==> config.mk <==
export PLATFORM = sky130hd
export DESIGN_NAME = pbk_top
export DESIGN_NICKNAME = d
export VERILOG_FILES = /design/src/rtl/pbk_pkg.sv /design/src/rtl/pbk_select.sv /design/src/rtl/pbk_bank.sv /design/src/rtl/pbk_top.sv
export SDC_FILE = /design/constraint.sdc
export NUM_CORES = 1
export LEC_CHECK = 0
export BUFFER_PORTS_ARGS = -buffer_cell sky130_fd_sc_hd__buf_2
export CAP_MARGIN = 20
export CORE_ASPECT_RATIO = 0.7
export CORE_UTILIZATION = 62
export DETAILED_ROUTE_END_ITERATION = 8
export PLACE_DENSITY = 0.79
export REMOVE_ABC_BUFFERS = 1
export SYNTH_ARGS = -nofsm -noshare
export SYNTH_HDL_FRONTEND = slang
export SYNTH_SLANG_ARGS = --single-unit
==> constraint.sdc <==
create_clock -name clk -period 3.3 [get_ports clk]
set_clock_uncertainty 0.2 [all_clocks]
set_input_delay 0.165 -clock clk [delete_from_list [all_inputs] [get_ports clk]]
set_output_delay 0.165 -clock clk [all_outputs]
set_load 0.005 [all_outputs]
==> src/rtl/pbk_pkg.sv <==
package pbk_pkg;
  localparam int PTR_W = 3;
  typedef logic [PTR_W-1:0] bank_ptr_t;

  // pointer names an existing bank
  function automatic logic ptr_ok(bank_ptr_t p, int nbanks);
    return int'(p) < nbanks;
  endfunction

  // out-of-range live pointers fall back to the last (bypass) bank
  function automatic bank_ptr_t ptr_live(bank_ptr_t p, int nbanks);
    return (int'(p) < nbanks) ? p : bank_ptr_t'(nbanks - 1);
  endfunction

  // address maps onto a parameter register (addresses 1..nregs)
  function automatic logic addr_is_param(int unsigned a, int nregs);
    return (a >= 1) && (a <= nregs);
  endfunction
endpackage

==> src/rtl/pbk_select.sv <==
module pbk_select
  import pbk_pkg::*;
#(
  parameter int DW = 8
) (
  input  logic          clk,
  input  logic          rst_n,
  input  logic          sel_we,
  input  logic [DW-1:0] wdata,
  input  logic          commit,
  output logic [DW-1:0] sel_q,
  output bank_ptr_t     wr_ptr,
  output bank_ptr_t     act_ptr
);
  localparam int WR_LSB  = 0;
  localparam int ACT_LSB = 4;

  logic [DW-1:0] sel_r;
  bank_ptr_t     act_r;

  always_ff @(posedge clk or negedge rst_n) begin
    if (!rst_n) sel_r <= '0;
    else if (sel_we) sel_r <= wdata;
  end

  always_ff @(posedge clk or negedge rst_n) begin
    if (!rst_n) act_r <= '0;
    else if (commit) act_r <= sel_r[ACT_LSB +: PTR_W];
  end

  assign sel_q   = sel_r;
  assign wr_ptr  = sel_r[WR_LSB +: PTR_W];
  assign act_ptr = act_r;


  act_follows_chk: assert property (@(posedge clk) disable iff (!rst_n)
    commit |=> act_r == $past(sel_r[ACT_LSB +: PTR_W]));

  act_hold_chk: assert property (@(posedge clk) disable iff (!rst_n)
    !commit |=> $stable(act_r));

  sel_load_chk: assert property (@(posedge clk) disable iff (!rst_n)
    sel_we |=> sel_r == $past(wdata));
endmodule

==> src/rtl/pbk_bank.sv <==
module pbk_bank #(
  parameter int NREG = 8,
  parameter int DW   = 8,
  parameter int IDXW = 3
) (
  input  logic                     clk,
  input  logic                     rst_n,
  input  logic                     we,
  input  logic [IDXW-1:0]          idx,
  input  logic [DW-1:0]            wdata,
  input  logic                     commit,
  output logic [NREG-1:0][DW-1:0]  shadow_v,
  output logic [NREG-1:0][DW-1:0]  work_v
);
  logic [NREG-1:0][DW-1:0] shadow_q;
  logic [NREG-1:0][DW-1:0] work_q;

  always_ff @(posedge clk or negedge rst_n) begin
    if (!rst_n) shadow_q <= '0;
    else if (we) shadow_q[idx] <= wdata;
  end

  // commit copies the pre-edge shadow, so a same-cycle write waits a strobe
  always_ff @(posedge clk or negedge rst_n) begin
    if (!rst_n) work_q <= '0;
    else if (commit) work_q <= shadow_q;
  end

  assign shadow_v = shadow_q;
  assign work_v   = work_q;


  shadow_store_chk: assert property (@(posedge clk) disable iff (!rst_n)
    we |=> shadow_q[$past(idx)] == $past(wdata));

  shadow_quiet_chk: assert property (@(posedge clk) disable iff (!rst_n)
    !we |=> $stable(shadow_q));

  work_copy_chk: assert property (@(posedge clk) disable iff (!rst_n)
    commit |=> work_q == $past(shadow_q));

  work_hold_chk: assert property (@(posedge clk) disable iff (!rst_n)
    !commit |=> $stable(work_q));
endmodule

==> src/rtl/pbk_top.sv <==
module pbk_top
  import pbk_pkg::*;
#(
  parameter int NBANK = 5,
  parameter int NREG  = 8,
  parameter int DW    = 8
) (
  input  logic                       clk,
  input  logic                       rst_n,
  input  logic [$clog2(NREG+1)-1:0]  host_addr,
  input  logic [DW-1:0]              host_wdata,
  input  logic                       host_we,
  output logic [DW-1:0]              host_rdata,
  input  logic                       commit_stb,
  output logic [NREG*DW-1:0]         param_out,
  output logic [PTR_W-1:0]           live_bank
);
  localparam int AW   = $clog2(NREG + 1);
  localparam int IDXW = $clog2(NREG);

  bank_ptr_t wr_ptr, act_ptr, live_ptr;
  logic [DW-1:0] sel_q;
  logic [AW-1:0] addr_m1;
  logic [IDXW-1:0] reg_idx;
  logic addr_param, sel_wr, par_wr, wr_ptr_ok;
  logic [NBANK-1:0] bank_we;
  logic [NREG-1:0][DW-1:0] shadow_all [NBANK];
  logic [NREG-1:0][DW-1:0] work_all   [NBANK];
  logic [NREG-1:0][DW-1:0] live_set;
  logic [NREG-1:0][DW-1:0] host_set;

  assign addr_m1    = host_addr - AW'(1);
  assign reg_idx    = addr_m1[IDXW-1:0];
  assign addr_param = addr_is_param(int'(host_addr), NREG);
  assign wr_ptr_ok  = ptr_ok(wr_ptr, NBANK);
  assign sel_wr     = host_we && (host_addr == '0);
  assign par_wr     = host_we && addr_param && wr_ptr_ok;
  assign live_ptr   = ptr_live(act_ptr, NBANK);

  pbk_select #(.DW(DW)) u_sel (
    .clk(clk), .rst_n(rst_n), .sel_we(sel_wr), .wdata(host_wdata),
    .commit(commit_stb), .sel_q(sel_q), .wr_ptr(wr_ptr), .act_ptr(act_ptr)
  );

  for (genvar b = 0; b < NBANK; b++) begin : g_bank
    assign bank_we[b] = par_wr && (int'(wr_ptr) == b);
    pbk_bank #(.NREG(NREG), .DW(DW), .IDXW(IDXW)) u_bank (
      .clk(clk), .rst_n(rst_n), .we(bank_we[b]), .idx(reg_idx),
      .wdata(host_wdata), .commit(commit_stb),
      .shadow_v(shadow_all[b]), .work_v(work_all[b])
    );
  end

  always_comb begin
    live_set = '0;
    host_set = '0;
    for (int b = 0; b < NBANK; b++) begin
      if (int'(live_ptr) == b) live_set = work_all[b];
      if (int'(wr_ptr) == b)   host_set = shadow_all[b];
    end
  end

  always_comb begin
    if (host_addr == '0)              host_rdata = sel_q;
    else if (addr_param && wr_ptr_ok) host_rdata = host_set[reg_idx];
    else                              host_rdata = '0;
  end

  assign param_out = live_set;
  assign live_bank = live_ptr;


  live_range_chk: assert property (@(posedge clk) disable iff (!rst_n)
    int'(live_bank) < NBANK);

  param_hold_chk: assert property (@(posedge clk) disable iff (!rst_n)
    !commit_stb |=> $stable(param_out));

  bad_ptr_chk: assert property (@(posedge clk) disable iff (!rst_n)
    !wr_ptr_ok |-> bank_we == '0);

  bad_addr_chk: assert property (@(posedge clk) disable iff (!rst_n)
    (host_we && !addr_param) |-> $onehot0(bank_we) && bank_we == '0);
endmodule

==> summary.log <==
[outcome] result of the run finished, violations left
[outcome] violated checks hold timing, setup timing
[logic_synthesis] number of flops mapped to enable cells by yosys 0
[logic_synthesis] Primary FF master, synth sky130_fd_sc_hd__dfrtp_1
[placed_design] total of buffers placed on input and output ports 90
[layout] Finished Core Util 0.734
[detailed_routing] 1st-iter DRT viols 2007
[sta] setup_tns -0.345 ns
[power_and_ir_drop] power density normalized to cell area 643 nW/um^2
[setup_path] critical path startpoint u_sel.sel_q[0]
[sta] fin crit period 3.40 ns
[cts] Sink Count 651
[detailed_routing] DRT Pass-1 Iters 6
[sta] RSZ-0062 raised after global routing true
[layout] storage element area 16300 sq um
[floorplanning] area enclosed by the die boundary 49100 sq um
[setup_path] ordered cell list for the critical path buf_4, clkinvlp_4, buf_12, a311o_1, a221o_1, o21ai_1, nand3_1, a32o_2, buf_2
[logic_synthesis] top post-synthesis cells by area sky130_fd_sc_hd__dfrtp_1 54%, sky130_fd_sc_hd__mux2_2 25%, sky130_fd_sc_hd__mux4_2 4.8%
[logic_synthesis] proportion of register bits with asynchronous set or reset after synthesis 1.00
[logic_synthesis] post-synthesis sequential element count 651
[detailed_routing] detailed route wirelength on metal3 7490 um
[setup_path] Required @ worst endpoint 2.93 ns
[placed_design] DPL Wire Length 51500 um
[logic_synthesis] unique cell type count in the Yosys netlist 62
[flow_run] Max-Cap Viols 0
[setup_path] largest fanout on the critical path 11
[sta] post-route setup slack -0.102 ns
[cts] clock input transition at the sequential cells of the worst setup and hold paths 0.07 ns
[setup_path] Critical Path Source Type flop
[detailed_routing] met1 routed wirelength after detailed routing 35000 um
[sta] maximum clock frequency 294 MHz
[cts] TritonCTS clock tree yes
[sta] worst hold slack -0.0194 ns
[global_route] number of global-route vias before repair 19934
[setup_path] last element of the critical path host_rdata[5]
[floorplanning] site row count 66
[cts] TritonCTS Buffers 59
[detailed_routing] vias per cell 6.72
[setup_path] biggest cell delay along the critical path 0.58 ns
[global_route] overall overflow remaining after global route 0
[setup_path] Reg-to-Reg Start u_sel.sel_q[0]
[logic_synthesis] proportion of netlist area held by the largest area contributor 0.545
[setup_path] cells on worst reg2reg path 8
[floorplanning] placeable core area 47000 sq um
[detailed_routing] met2 wire length 36900 um
[placed_design] pre-CTS setup slack 0.193 ns
[global_route] initial antenna violation count 2
[floorplanning] floorplan die width 264 um
[setup_path] worst setup slack for register-to-register paths 0.06 ns
[detailed_routing] DRC Markers 0
[logic_synthesis] sequential cell area fraction in the yosys report 0.545
[setup_path] Setup crit end kind output pin
[sta] Max Slew Vio Count 0
[global_route] largest net degree at the start of global routing 103
[logic_synthesis] Warnings, synthesis 0
[placed_design] cell area reported after detailed placement 31500 sq um
[setup_path] slowest stage cell, crit path sky130_fd_sc_hd__dfrtp_4
[cts] CTS Root Cell sky130_fd_sc_hd__clkbuf_16
[logic_synthesis] cell area after synthesis 29900 sq um
[power_and_ir_drop] VDD IR max 0.000654 V
[setup_path] startpoint-to-endpoint class of the critical path reg2out
[setup_path] arrival time of data at the critical path endpoint 3.04 ns
[sta] share of the clock period used by the worst path 1.03
[logic_synthesis] synthesized area per cell 14.2 sq um
[hold_path] type of the worst min-delay path in2async
[setup_path] endpoint of the worst-slack reg-to-reg timing path g_bank[0].u_bank.shadow_v[63]
[detailed_routing] via count 19502
[layout] ratio of cells with drive above 1 in the final layout 0.525
[floorplanning] Top-Level Pins 91
[layout] cell area after layout 34500 sq um
[detailed_routing] number of nets with antenna violations after detailed routing 0
[sta] slew of the pin with the lowest slew margin 1.21 ns
[sta] number of endpoints with negative hold slack in the final report 6
[global_route] global router's overall resource usage 0.344
[placed_design] RD Place Congestion 0.994
[cts] clk buf depth 3
[layout] number of nets in the layout 2257
[detailed_routing] wire length reported by the detailed router 82800 um
[sta] relative slew slack 0.192
[cts] worst-skew pair later-pin latency 0.61 ns
[layout] multi-input logic area 13300 sq um
[detailed_routing] highest routed metal layer met5
[global_route] wire length of the first global-routing pass 126000 um
[detailed_routing] Routed WL per cell 28.5 um
[logic_synthesis] post-synthesis instance total 2102
[power_and_ir_drop] LEAKAGE 16.7 nW
[cts] H-tree levels 2
[logic_synthesis] Synth area leader sky130_fd_sc_hd__dfrtp_1
[floorplanning] Starting Density 0.636
[floorplanning] Vert. Die Dim 186 um
[layout] area delta synth->final 15.4%
[sta] Setup-failing EPs final 8
[layout] fillers 2937
-- worst min-delay path by stage --
stage          cells after the start  slack (ns)                            end
6_report                           2       -0.02    g_bank[0].u_bank.work_v[28]
3_3_place_gp                       1        0.04    g_bank[0].u_bank.work_v[28]
4_1_cts                            2        0.01  g_bank[3].u_bank.shadow_v[24]
3_5_place_dp                       1        0.04    g_bank[0].u_bank.work_v[28]
5_1_grt                            2        0.04    g_bank[0].u_bank.work_v[28]
2_1_floorplan                      0       -0.33   g_bank[0].u_bank.shadow_v[0]
-- critical path, delay by kind of cell (launching register included) --
kind                   cells  cell delay, ns
buffers and inverters      4            0.70
AOI/OAI and AO/OA          4            1.03
DFF                        1            0.58
and+or+nand+nor            1            0.11
-- kinds of logic (layout without fill, tap and decap cells) --
| logic type | Yosys count | count (layout) | share of synthesized area |
|---|---|---|---|
| and+or+nand+nor | 208 | 208 | 0.0368 |
| other | 0 | 2 | 0 |
| muxes | 833 | 833 | 0.339 |
| AOI/OAI and AO/OA | 242 | 242 | 0.0546 |
| buffers and inverters | 164 | 351 | 0.0235 |
| DFF | 651 | 651 | 0.545 |
| adders and majority gates | 2 | 2 | 0.000837 |
| xor gates and xnor gates | 2 | 2 | 0.000586 |
-- layer usage --
layer	track usage	up-vias
met5	0.0100	-
met2	0.511	978
li1	-	8022
met3	0.0743	266
met4	0.125	2
met1	0.502	10234
-- what timing repair did --
item / in CTS / in global routing
pin swaps: 21 / 13
hold buffers: 2 / 0
setup endpoints to repair: 8 / 76
resized for setup: 75 / 31
cloned: 3 / 1
hold endpoints to repair: 469 / 0
setup buffers: 19 / 14
-- cell type report --
class / instances / share of cell area
antenna: 2 / 0.000145
clock buffer: 85 / 0.0512
clock inverter: 26 / 0.0105
inverter: 5 / 0.000653
multi-input combinational: 1287 / 0.385
sequential: 651 / 0.473
tap: 612 / 0.0222
timing repair buffer: 235 / 0.0576
-- placed cells by master, fill, tap and decap left out, types with 5 or more instances in the layout --
| cell | netlist | layout |
|---|---|---|
| sky130_fd_sc_hd__a21oi_1 | 61 | 58 |
| sky130_fd_sc_hd__a221o_1 | 8 | 8 |
| sky130_fd_sc_hd__a221oi_1 | 22 | 9 |
| sky130_fd_sc_hd__a221oi_2 | 0 | 11 |
| sky130_fd_sc_hd__a22o_1 | 35 | 35 |
| sky130_fd_sc_hd__a22oi_1 | 9 | 7 |
| sky130_fd_sc_hd__buf_12 | 0 | 22 |
| sky130_fd_sc_hd__buf_2 | 25 | 88 |
| sky130_fd_sc_hd__buf_4 | 1 | 104 |
| sky130_fd_sc_hd__buf_6 | 7 | 9 |
| sky130_fd_sc_hd__buf_8 | 0 | 6 |
| sky130_fd_sc_hd__bufinv_16 | 0 | 9 |
| sky130_fd_sc_hd__clkbuf_1 | 116 | 9 |
| sky130_fd_sc_hd__clkbuf_16 | 0 | 62 |
| sky130_fd_sc_hd__clkbuf_8 | 0 | 15 |
| sky130_fd_sc_hd__clkinv_2 | 0 | 14 |
| sky130_fd_sc_hd__dfrtp_1 | 651 | 645 |
| sky130_fd_sc_hd__dfrtp_4 | 0 | 5 |
| sky130_fd_sc_hd__mux2_2 | 667 | 667 |
| sky130_fd_sc_hd__mux2_4 | 32 | 32 |
| sky130_fd_sc_hd__mux2i_1 | 70 | 68 |
| sky130_fd_sc_hd__mux4_2 | 64 | 64 |
| sky130_fd_sc_hd__nand2_1 | 63 | 62 |
| sky130_fd_sc_hd__nand3_1 | 7 | 6 |
| sky130_fd_sc_hd__nor2_1 | 52 | 50 |
| sky130_fd_sc_hd__nor2_2 | 20 | 17 |
| sky130_fd_sc_hd__nor2_4 | 16 | 21 |
| sky130_fd_sc_hd__nor2b_1 | 9 | 5 |
| sky130_fd_sc_hd__nor3_1 | 7 | 6 |
| sky130_fd_sc_hd__o21ai_0 | 61 | 52 |
| sky130_fd_sc_hd__o21ai_1 | 0 | 8 |
-- per-stage QoR --
| step | cells | total power, mW |
|---|---|---|
| 3_3_place_gp | 2752 | 14.1 |
| 3_5_place_dp | 2752 | 14.3 |
| 2_1_floorplan | 1943 | 12.2 |
| 4_1_cts | 2886 | 22.0 |
| 5_1_grt | 2903 | 22.9 |
| 6_report | 2903 | 22.2 |
-- synth_stat cells (6+ instances only) --
master,instances
sky130_fd_sc_hd__nor2_2,20
sky130_fd_sc_hd__nor2_4,16
sky130_fd_sc_hd__dfrtp_1,651
sky130_fd_sc_hd__buf_1,10
sky130_fd_sc_hd__buf_2,25
sky130_fd_sc_hd__a221oi_1,22
sky130_fd_sc_hd__o21ai_0,61
sky130_fd_sc_hd__nor2b_1,9
sky130_fd_sc_hd__a22oi_1,9
sky130_fd_sc_hd__a221o_1,8
sky130_fd_sc_hd__mux2_2,667
sky130_fd_sc_hd__nand2_1,63
sky130_fd_sc_hd__nor3_1,7
sky130_fd_sc_hd__a211oi_1,8
sky130_fd_sc_hd__nor2_1,52
sky130_fd_sc_hd__mux2i_1,70
sky130_fd_sc_hd__mux2_4,32
sky130_fd_sc_hd__a22o_1,35
sky130_fd_sc_hd__mux4_2,64
sky130_fd_sc_hd__buf_6,7
sky130_fd_sc_hd__nand3_1,7
sky130_fd_sc_hd__or3_1,6
sky130_fd_sc_hd__clkbuf_1,116
sky130_fd_sc_hd__a21oi_1,61
-- power by group --
group	switching [mW]	internal, mW
combinational	2.46	2.32
sequential	0.923	9.01
clock	3.05	4.41
-- registers in the layout, summed over array words and instances (netlist names) --
register	cells
g_bank.u_bank.shadow_v	320
g_bank.u_bank.work_v	320
u_sel.act_ptr	3
u_sel.sel_q	8
Power figures use the tool's default switching activity.
